<file path="config.mk">
export PLATFORM = sky130hd
export DESIGN_NAME = lane_parity_unit
export DESIGN_NICKNAME = d
export VERILOG_FILES = /design/src/rtl/lpu_pkg.sv /design/src/rtl/lpu_lane_mask.sv /design/src/rtl/lpu_parity_tree.sv /design/src/rtl/lane_parity_unit.sv
export SDC_FILE = /design/constraint.sdc
export NUM_CORES = 1
export LEC_CHECK = 0
export ABC_CLOCK_PERIOD_IN_PS = 1640
export BUFFER_PORTS_ARGS = -buffer_cell sky130_fd_sc_hd__buf_4
export CAP_MARGIN = 30
export CORE_MARGIN = 3
export CORE_UTILIZATION = 34
export CTS_CLUSTER_DIAMETER = 30
export DETAILED_ROUTE_END_ITERATION = 12
export GPL_TIMING_DRIVEN = 1
export PLACE_DENSITY = 0.84
export SLEW_MARGIN = 20
export SYNTH_ARGS = -nofsm -noshare
export SYNTH_HDL_FRONTEND = slang
export SYNTH_SLANG_ARGS = --single-unit
</file>
<file path="constraint.sdc">
create_clock -name clk -period 1.64 [get_ports clk]
set_input_delay 0.164 -clock clk [delete_from_list [all_inputs] [get_ports clk]]
set_output_delay 0.164 -clock clk [all_outputs]
set_load 0.03 [all_outputs]
</file>
<file path="src/rtl/lpu_pkg.sv">
package lpu_pkg;

    typedef enum logic [1:0] {
        SZ_LONG = 2'b00,
        SZ_WORD = 2'b01,
        SZ_BYTE = 2'b10,
        SZ_REG  = 2'b11
    } bus_size_e;

    typedef struct packed {
        bus_size_e size;
        logic      big_end;
    } lane_cfg_t;

    typedef struct packed {
        lane_cfg_t staged;
        lane_cfg_t active;
    } cfg_state_t;

    localparam lane_cfg_t CFG_RESET = '{size: SZ_LONG, big_end: 1'b0};

endpackage

</file>
<file path="src/rtl/lpu_lane_mask.sv">
module lpu_lane_mask
    import lpu_pkg::*;
#(
    parameter int LANES = 4
) (
    input  lane_cfg_t         cfg,
    output logic [LANES-1:0]  valid
);
    localparam int HALF = (LANES > 1) ? LANES / 2 : 1;

    always_comb begin
        for (int i = 0; i < LANES; i++) begin
            unique case (cfg.size)
                SZ_WORD: valid[i] = cfg.big_end ? (i >= LANES - HALF) : (i < HALF);
                SZ_BYTE: valid[i] = cfg.big_end ? (i == LANES - 1) : (i == 0);
                default: valid[i] = 1'b1;
            endcase
        end
    end
endmodule

</file>
<file path="src/rtl/lpu_parity_tree.sv">
module lpu_parity_tree #(
    parameter int LANES  = 4,
    parameter int LANE_W = 9
) (
    input  logic [LANES*LANE_W-1:0] word_in,
    input  logic                    odd_sel,
    output logic [LANES-1:0]        data_par,
    output logic [LANES-1:0]        lane_ok
);
    localparam int DATA_W = LANE_W - 1;

    for (genvar g = 0; g < LANES; g++) begin : g_lane
        logic par_bit;
        assign data_par[g] = ^word_in[g*LANE_W +: DATA_W];
        assign par_bit     = word_in[g*LANE_W + DATA_W];
        assign lane_ok[g]  = ((data_par[g] ^ par_bit) == odd_sel);
    end
endmodule

</file>
<file path="src/rtl/lane_parity_unit.sv">
module lane_parity_unit
    import lpu_pkg::*;
#(
    parameter int LANES  = 4,
    parameter int LANE_W = 9
) (
    input  logic                    clk,
    input  logic                    rst_n,
    input  logic [LANES*LANE_W-1:0] chk_bus,
    input  logic [LANES*LANE_W-1:0] src_data,
    input  logic                    rd_active,
    input  logic                    gen_en,
    input  logic                    odd_sel,
    input  logic [1:0]              size_sel,
    input  logic                    big_end,
    output logic [LANES*LANE_W-1:0] data_out,
    output logic                    err_n
);
    localparam int BUS_W  = LANES * LANE_W;
    localparam int DATA_W = LANE_W - 1;

    cfg_state_t st_d, st_q;

    always_comb begin
        st_d              = st_q;
        st_d.staged.size    = bus_size_e'(size_sel);
        st_d.staged.big_end = big_end;
        st_d.active         = st_q.staged;
    end

    always_ff @(posedge clk or negedge rst_n) begin
        if (!rst_n) begin
            st_q <= '{staged: CFG_RESET, active: CFG_RESET};
        end else begin
            st_q <= st_d;
        end
    end

    logic             gen_on;
    logic [BUS_W-1:0] tree_in;
    logic [LANES-1:0] data_par, lane_ok, valid;

    assign gen_on  = rd_active & gen_en;
    assign tree_in = gen_on ? src_data : chk_bus;

    lpu_parity_tree #(.LANES(LANES), .LANE_W(LANE_W)) u_tree (
        .word_in  (tree_in),
        .odd_sel  (odd_sel),
        .data_par (data_par),
        .lane_ok  (lane_ok)
    );

    lpu_lane_mask #(.LANES(LANES)) u_mask (
        .cfg   (st_q.active),
        .valid (valid)
    );

    assign err_n = gen_on | ~(|(~lane_ok & valid));

    for (genvar g = 0; g < LANES; g++) begin : g_out
        assign data_out[g*LANE_W +: DATA_W] = src_data[g*LANE_W +: DATA_W];
        assign data_out[g*LANE_W + DATA_W]  = gen_on ? (data_par[g] ^ odd_sel)
                                                     : src_data[g*LANE_W + DATA_W];
    end
endmodule

</file>
==> metrics.txt, run 1 <==
Global Route Usage Sum between 15 and 20%; leakage roughly 1.2 nW; layout cells sized above 1 a little under two thirds; IO buf count 116; CTS tree done; Pwr per Cell Area 644.3 nW/um2; Cells after Synth 148; worst r2r src st_d[1]$_DFF_PN0_; Area contributors post-synth xnor2_1 29%, buf_4 18%, dfrtp_1 11%, xor2_1 8.0%, xnor3_1 6.9%; final RePlAce weighted congestion 0.7622; Synth Register Bits 6; Antenna diodes 0; post-synthesis async set-or-reset flop share 100.0%; YS warnings 0; IO Count ~120; dpl cells 296; dpl hpwl ~3.2 mm; RSZ-0062 raised after global routing true; Yosys top cell by area xnor2_1; Worst setup EP type output port; relative slew slack between 70 and 80%; clk_skew between 0.0005 and 0.0006 ns; Synth top area share around 29%; Fillers 292; Reg clk slew, reported paths around 0.040 ns; distinct cell type count after synthesis 28; Setup crit start kind input pin; f_max roughly 520 MHz; Die H 68.01 um; Worst Path Arrival between 1.5 and 2 ns; width of the die approximately 68 um; pin count of the biggest net entering global routing 8; Worst Setup Path Type input pin to output port; Post-DP Area 2148 um2; most frequent cells in the layout 133 x buf_4, 32 x xnor2_1, 12 x xor2_1, 10 x buf_6, 9 x xnor2_2; CTS Root Cell clkbuf_8; peak supply drop around 0.00058 V; Final Hold Vio Count 0; top_reg_cell synth dfrtp_1; Final Non-Filler Cells a little over 300; Die ar. roughly 4600 um2; total number of vias between 1,000 and 1,500; Final Instance Area approximately 2400 um2; Pre-Repair DR Iteration Count 4; Critical Path RT 1.48 ns; failing checks setup timing; clk_lat worst skew roughly 0.22 ns; hold crit path type input pin to flip-flop; first-pass GRT wire length approximately 5.6 mm; Min Hold Slack approximately 0.045 ns; Synthesized Nets 230; fin crit share 116.6%; Area Overhead vs Synth 84.98%; Syn Std Cell Area roughly 1300 um2; vias in the first global route 1,374; 1st-iter DRT viols 20; Tightest Pin Transition 0.3293 ns; syn_area_per_cell 8.834 um2; GR Overflow Total 0; clock sink total 6; max-slew violation count 0; DRT Wirelength ~3.8 mm; status finished, violations left; Crit. Startpoint src_data[2]; total CTS buffers 3; Remaining DRCs 0; Detail Route Antenna Nets 0; setup total negative slack -0.3609 ns; Hold Crit Start big_end; num rows 21; DR vias/cell between 4 and 5; clk buf depth 2; endpoints failing setup 3; core area around 3500 um2; Crit Path Max Fanout 3; max-cap violation count 0; # nets final around 340; wire per inst between 10 and 15 um; number of synthesized flops with an enable pin 0; H-tree depth 1; time the worst path needs with I/O delays and setup between 1.5 and 2 ns; most common cell after layout, fill and taps aside buf_4; final setup margin -0.2729 ns; initial antenna violation count 0; Initial Util 37.14%; Seq/Total Area, Yosys 11.48%
-- Yosys cell counts (2+ instances only) --
master / count
a21oi_1: 2
buf_4: 32
clkbuf_1: 2
dfrtp_1: 6
ha_1: 2
inv_1: 4
mux2i_1: 8
nand2_1: 6
nand3_1: 2
nand4_1: 2
nor2_1: 3
nor3_1: 3
o21ai_0: 5
xnor2_1: 43
xnor3_1: 4
xor2_1: 12
-- logic make-up (layout without fill, tap and decap cells) --
family,Yosys count,in the layout,synth area share (%)
XOR/XNOR,60,60,45.55
AO/OA/AOI/OAI,12,12,5.742
multiplexers,8,8,6.125
adder cells (fa/ha/maj),2,2,1.914
AND/OR/NAND/NOR,21,21,8.708
buffers and inverters,39,151,20.48
flip-flops,6,6,11.48
-- path summary, 6_finish.rpt --
path,to,depth (start not counted),slack [ns]
max,err_n,9,-0.27
min,st_d[0]$_DFF_PN0_,1,0.04
max reg2reg,st_q[1]$_DFF_PN0_,0,1.16
min reg2reg,st_q[0]$_DFF_PN0_,0,0.35
max in group asynchronous,st_q[1]$_DFF_PN0_,2,1.25
min in group asynchronous,st_d[0]$_DFF_PN0_,2,0.28
-- what timing repair did --
| item | in CTS | in global routing |
|---|---|---|
| hold buffers | 1 | 0 |
| gates resized for setup | 19 | 10 |
| buffers inserted | 4 | 4 |
| pin swaps | 12 | 7 |
| setup endpoints to repair | 4 | 5 |
| hold endpoints to repair | 6 | 0 |
-- state kept, by name, summed over array words and instances (netlist names) --
| register | cells |
|---|---|
| st_q | 3 |
| st_d | 3 |
-- per-stage QoR --
step	power, mW	utilization [%]	setup slack [ns]
after floorplan	0.8251	-	0.00008571
after global placement	1.173	61.02	-0.3337
after detailed placement	1.196	61.02	-0.3512
after CTS	1.540	66.13	-0.2764
after global routing	1.669	68.69	-0.3823
final	1.558	68.69	-0.2729
-- report_power, final --
| part | internal [mW] | switching (mW) | total [mW] |
|---|---|---|---|
| sequential | 0.156 | 0.00393 | 0.160 |
| clock | 0.158 | 0.0685 | 0.227 |
| combinational | 0.662 | 0.510 | 1.17 |
-- worst max-delay path, cell delays in order --
cell and delay, ns:
buf_6 0.09, xnor3_1 0.36, xnor3_2 0.30, mux2i_1 0.14, a211o_1 0.25, nand4_1 0.10, nand3_1 0.09, o31a_4 0.12
buf_6 0.14
-- area by class of cell --
type | count | area, um2 | area share, %
Multi-Input combinational cell | 103 | 1033 | 42.73
Clock buffer | 3 | 41.29 | 1.707
Timing Repair Buffer | 144 | 1121 | 46.35
Inverter | 4 | 15.01 | 0.6208
Sequential cell | 6 | 150.1 | 6.208
Tap cell | 46 | 57.56 | 2.380
-- routing by layer --
| metal | GRT usage (%) | up-vias | routed length (um) |
|---|---|---|---|
| li1 | - | 674 | - |
| met1 | 14.36 | 587 | 1112 |
| met2 | 34.18 | 67 | 2213 |
| met3 | 3.777 | 4 | 400 |
| met4 | 6.452 | 0 | 43 |
| met5 | 0 | - | 0 |
(Power assumes the default switching activity.)
==> run 2: changes to the inputs <==
--- a/config.mk
+++ b/config.mk
@@ -5,15 +5,14 @@
 export SDC_FILE = /design/constraint.sdc
 export NUM_CORES = 1
 export LEC_CHECK = 0
-export ABC_CLOCK_PERIOD_IN_PS = 1640
+export ABC_CLOCK_PERIOD_IN_PS = 2300
 export BUFFER_PORTS_ARGS = -buffer_cell sky130_fd_sc_hd__buf_4
-export CAP_MARGIN = 30
+export CAP_MARGIN = 0
 export CORE_MARGIN = 3
-export CORE_UTILIZATION = 34
-export CTS_CLUSTER_DIAMETER = 30
+export CORE_UTILIZATION = 41
 export DETAILED_ROUTE_END_ITERATION = 12
 export GPL_TIMING_DRIVEN = 1
-export PLACE_DENSITY = 0.84
+export PLACE_DENSITY = 0.94
 export SLEW_MARGIN = 20
 export SYNTH_ARGS = -nofsm -noshare
 export SYNTH_HDL_FRONTEND = slang
==> constraint.sdc (replaced) <==
create_clock -name clk -period 2.3 [get_ports clk]
set_input_delay 0.23 -clock clk [delete_from_list [all_inputs] [get_ports clk]]
set_output_delay 0.23 -clock clk [all_outputs]
set_load 0.03 [all_outputs]
==> run 2 against run 1 <==
Against the previous run: critical path depth unchanged; sequential power decreased by 29%; largest cell class is now multi-input combinational cells; die area decreased by 16%; via count decreased by 9.5%; sequential share of layout area increased by 1.2 points; flip-flop and latch count unchanged; the flow now finishes without violations; first-iteration DRC count increased by 70%; setup slack improved by 0.43 ns; highest routed layer unchanged.
==> metrics.txt, run 2 (same netlist as run 1, synthesis figures left out) <==
Reg clk slew, reported paths 0.04 ns (about the same); first-pass GRT wire length 4.995 mm (-11%); Initial Util 45.08% (+7.9 points); relative slew slack 77.56% (-0.31 points); most frequent cells in the layout 117 x buf_4, 43 x xnor2_1, 12 x xor2_1, 8 x mux2i_1; area of the multi-input gates 889.6 um2 (-14%); fin crit share 93.22%; IO Count 117 (unchanged); GR Overflow Total 0 (unchanged); initial antenna violation count 0 (unchanged); IO buf count 116 (unchanged); layout cells sized above 1 52.99% (-10 points); status completed; Fillers 265 (-9.2%); Tightest Pin Transition 0.3341 ns (+0.004836 ns); Final Hold Vio Count 0 (unchanged); Worst setup EP type output port; Die H 62.47 um (-8.1%); total CTS buffers 3 (unchanged); Pre-Repair DR Iteration Count 4 (unchanged); Die ar. 3903 um2 (-16%); max-slew violation count 0 (unchanged); DRT Wirelength 3.028 mm (-20%); endpoints failing setup 0 (-3); Antenna diodes 0 (unchanged); clock sink total 6 (unchanged); time the worst path needs with I/O delays and setup 2.144 ns; vias in the first global route 1,208 (-12%); Remaining DRCs 0 (unchanged); leakage 1.028 nW (-17%); core area 2900 um2 (-18%); setup total negative slack 0 ns (+0.3609 ns); most common cell after layout, fill and taps aside buf_4; met3 Track Usage GR 3.777% (about the same); GRT met2 Usage 29.03% (-5.1 points); # nets final 318 (-7.6%); RSZ-0062 raised after global routing false; Area Overhead vs Synth 54.35%; H-tree depth 1 (unchanged); 1st-iter DRT viols 34 (+70%); GRT busiest layer met2; clk buf depth 2 (unchanged); width of the die 62.47 um (-8.1%); DR vias/cell 4.370 (+0.38%); final RePlAce weighted congestion 0.7690 (+0.89%); CTS Root Cell clkbuf_4; total number of vias 1,206 (-9.5%); register area 150.1 um2 (unchanged); Worst Setup Path Type input pin to output port; Setup crit start kind input pin; Final Non-Filler Cells 276 (-9.8%); num rows 19 (-9.5%); Detail Route Antenna Nets 0 (unchanged); max-cap violation count 0 (unchanged); met1 usage 16.43% (+2.1 points); peak supply drop 0.0002659 V (-54%); dpl cells 272 (-8.1%); wire per inst 10.97 um (-11%); CTS tree done; Worst Path Arrival 1.91 ns (+0.16 ns); pin count of the biggest net entering global routing 12 (+4); Crit Path Max Fanout 7 (+4); hold crit path type input pin to flip-flop; clk_lat worst skew 0.24 ns (+0.02 ns); Pwr per Cell Area 425.8 nW/um2 (-34%); f_max 466.4 MHz; clk_skew 0.0003207 ns (-0.0002690 ns); Global Route Usage Sum 15.22% (-1.1 points); dpl hpwl 2.801 mm (-12%); Critical Path RT 2.07 ns (+0.59 ns)
[run 2: cell types whose count changed in the layout (fill, tap and decap cells not counted), moves of 9 or more]
cell	delta
xnor2_1	+11
buf_6	-10
buf_4	-16
xnor2_2	-9
[run 2: critical path, cell delays in order]
cell and delay, ns:
buf_4 0.13, nand2_4 0.11, mux2i_1 0.22, xnor2_1 0.10, xnor2_1 0.32, xnor2_1 0.21
a21oi_1 0.10, o31a_2 0.33, buf_4 0.17
[run 2: per-layer routing]
metal	share of wire [%]	vias up
met5	0	-
met4	0.69	0
met3	11	4
met2	54	66
met1	35	512
li1	-	624
[run 2: path summary, 6_finish.rpt]
check                                  start  depth (start not counted)  slack [ns]                 to
setup / recovery                   rd_active                          9        0.16              err_n
hold / removal                       big_end                          1         0.1  st_d[0]$_DFF_PN0_
setup reg to reg           st_d[1]$_DFF_PN0_                          0        1.83  st_q[1]$_DFF_PN0_
hold reg to reg            st_d[0]$_DFF_PN0_                          0        0.34  st_q[0]$_DFF_PN0_
max in group asynchronous              rst_n                          2        1.86  st_d[2]$_DFF_PN0_
min in group asynchronous              rst_n                          2        0.33  st_d[1]$_DFF_PN0_
[run 2: what timing repair did]
action                                 in CTS  in global routing
setup buffers                               0                  0
hold buffers                                1                  0
resized for setup                           0                  0
endpoints found under the hold margin       6                  0
[run 2: area by class of cell]
type                    instances  area share, %
multi-input cells             103          44.08
well taps                      42          2.604
flip-flops and latches          6          7.440
clock buffers                   3          1.116
repair buffers                118          44.02
inverters                       4         0.7440
[run 2: through the flow]
step	util, %	power [mW]	instance area (um2)	setup slack [ns]	hold WS [ns]
2_1_floorplan	-	0.5737	1308	0.3311	-0.06559
3_3_place_gp	68.46	0.7619	1986	0.2018	0.03622
3_5_place_dp	68.46	0.7707	1986	0.1482	0.03886
4_1_cts	69.59	0.8713	2018	0.1348	0.08780
5_1_grt	69.59	0.9268	2018	0.03648	0.07895
6_report	69.59	0.8593	2018	0.1559	0.09512
[run 2: power breakdown]
| part | switching (mW) | internal [mW] | total (mW) |
|---|---|---|---|
| combinational | 0.309 | 0.342 | 0.651 |
| sequential | 0.00274 | 0.111 | 0.114 |
| clock | 0.0356 | 0.0589 | 0.0944 |
==> run 3: changes to the inputs <==
==> constraint.sdc (replaced) <==
create_clock -name clk -period 2.3 [get_ports clk]
set_input_delay 0 -clock clk [delete_from_list [all_inputs] [get_ports clk]]
set_output_delay 0 -clock clk [all_outputs]
set_load 0.03 [all_outputs]
==> run 3 against run 2 <==
Against the previous run: clock skew up 0.0015 ns; flip-flop and latch count unchanged; critical endpoint unchanged; critical path type unchanged; highest routed layer unchanged; core utilization up 0.78 points; largest cell class is now non-clock buffers.
==> metrics.txt, run 3 (same netlist as run 1, synthesis figures left out) <==
DRT Wirelength 3.202 mm (+5.7%); f_max 584.9 MHz (+25%); Pwr per Cell Area 422.5 nW/um2 (-0.77%); clk buf depth 2 (unchanged); max-cap violation count 0 (unchanged); layout cells sized above 1 52.12% (-0.87 points); Area Overhead vs Synth 56.08%; Global Route Usage Sum 16.45% (+1.2 points); cell depth of the worst flop-to-flop path 0 (unchanged); Tightest Pin Transition 0.3729 ns (+0.03878 ns); Hold Buf Count CTS 4 (+3); pin count of the biggest net entering global routing 18 (+6); most frequent cells in the layout 116 x buf_4, 43 x xnor2_1, 12 x xor2_1, 8 x mux2i_1; cts repair resizes 0 (unchanged); fin crit share 74.34% (-19 points); dpl cells 271 (-0.37%); Setup crit start kind input pin; vias in the first global route 1,251 (+3.6%); clock sink total 6 (unchanged); Crit. Startpoint rd_active; leakage 1.036 nW (+0.78%); dpl hpwl 2.931 mm (+4.7%); Antenna diodes 0 (unchanged); wire per inst 11.52 um (+5.0%); Critical Path RT 2.30 ns (+0.23 ns); Initial Util 45.08% (unchanged); IO buf count 116 (unchanged); RSZ-0062 raised after global routing false; relative slew slack 74.95% (-2.6 points); time the worst path needs with I/O delays and setup 1.710 ns (-0.4344 ns); Die H 62.47 um (unchanged); Pre-Repair DR Iteration Count 4 (unchanged); Remaining DRCs 0 (unchanged); Detail Route Antenna Nets 0 (unchanged); Die ar. 3903 um2 (unchanged); 1st-iter DRT viols 27 (-21%); setup total negative slack 0 ns (unchanged); total number of vias 1,233 (+2.2%); reg2reg end st_q[0]$_DFF_PN0_; hold crit path type input pin to asynchronous set/reset pin; status completed; most common cell after layout, fill and taps aside buf_4; Worst setup EP type output port; peak supply drop 0.0002638 V (-0.81%); Reg clk slew, reported paths 0.05 ns (about the same); Fillers 270 (+1.9%); GR Overflow Total 0 (unchanged); CTS tree done; endpoints failing setup 0 (unchanged); Final Non-Filler Cells 278 (+0.72%); final RePlAce weighted congestion 0.7530 (-2.1%); # nets final 320 (+0.63%); worst r2r src st_d[0]$_DFF_PN0_; num rows 19 (unchanged); Final Hold Vio Count 0 (unchanged); clk_lat worst skew 0.24 ns (about the same); register area 150.1 um2 (unchanged); area of the multi-input gates 889.6 um2 (unchanged); total CTS buffers 3 (unchanged); Post-CTS Setup Repair Bufs 0 (unchanged); Worst Path Arrival 1.71 ns (-0.20 ns); Crit Path Max Fanout 17 (+10); Worst Setup Path Type input pin to output port; R2R setup slack 1.82 ns (about the same); H-tree depth 1 (unchanged); width of the die 62.47 um (unchanged); DR vias/cell 4.435 (+1.5%); max-slew violation count 0 (unchanged); clk_skew 0.001867 ns (+0.001547 ns); core area 2900 um2 (unchanged); IO Count 117 (unchanged); Power Total 862.2 uW (+0.34%); CP Capture Point err_n; first-pass GRT wire length 5.271 mm (+5.5%); CTS Root Cell clkbuf_4; initial antenna violation count 0 (unchanged)
-- run 3: cell types whose count changed in the layout (fill, tap and decap cells not counted), sizes merged --
cell,previous run,this run
buf,117,116
dlygate4sd3,1,4
-- run 3: final cells by class --
class	count	share of cell area [%]
Multi-Input combinational cell	103	43.59
Inverter	4	0.7357
Clock buffer	3	1.104
Sequential cell	6	7.357
Tap cell	42	2.575
Timing Repair Buffer	120	44.64
-- run 3: stage by stage --
stage	instance area [um2]	hold WS, ns	utilization, %	setup slack [ns]
4_1_cts	2041	0.09733	70.36	0.5693
5_1_grt	2041	0.09188	70.36	0.4272
2_1_floorplan	1308	-0.2956	-	0.7911
6_report	2041	0.1033	70.36	0.5903
3_3_place_gp	1978	-0.1941	68.21	0.6070
3_5_place_dp	1978	-0.1906	68.21	0.5842
-- run 3: worst min path at each step --
stage	startpoint	endpoint	slack (ns)
after global placement	rst_n	st_q[0]$_DFF_PN0_	-0.19
after floorplan	rst_n	st_d[0]$_DFF_PN0_	-0.30
after global routing	rst_n	st_d[2]$_DFF_PN0_	0.09
after detailed placement	rst_n	st_d[1]$_DFF_PN0_	-0.19
after CTS	rst_n	st_q[2]$_DFF_PN0_	0.1
final	rst_n	st_q[2]$_DFF_PN0_	0.10
-- run 3: critical path: stages --
cell and delay (ns):
buf_4 0.13, nand2_4 0.16, mux2i_1 0.23, xnor2_1 0.09
xnor2_1 0.28, xnor2_1 0.21, a21oi_1 0.10, o31a_2 0.33
buf_4 0.17
-- run 3: layer usage --
metal	up-vias	part of all wire, %	GRT usage, %
li1	624	-	-
met1	543	30	14.99
met2	64	58	33.16
met3	2	11	5.576
met4	0	0.59	5.510
met5	-	0	0
-- run 3: power by group --
group / switching (mW) / internal, mW
logic: 0.310 / 0.344
clock network: 0.0356 / 0.0589
registers: 0.00270 / 0.111
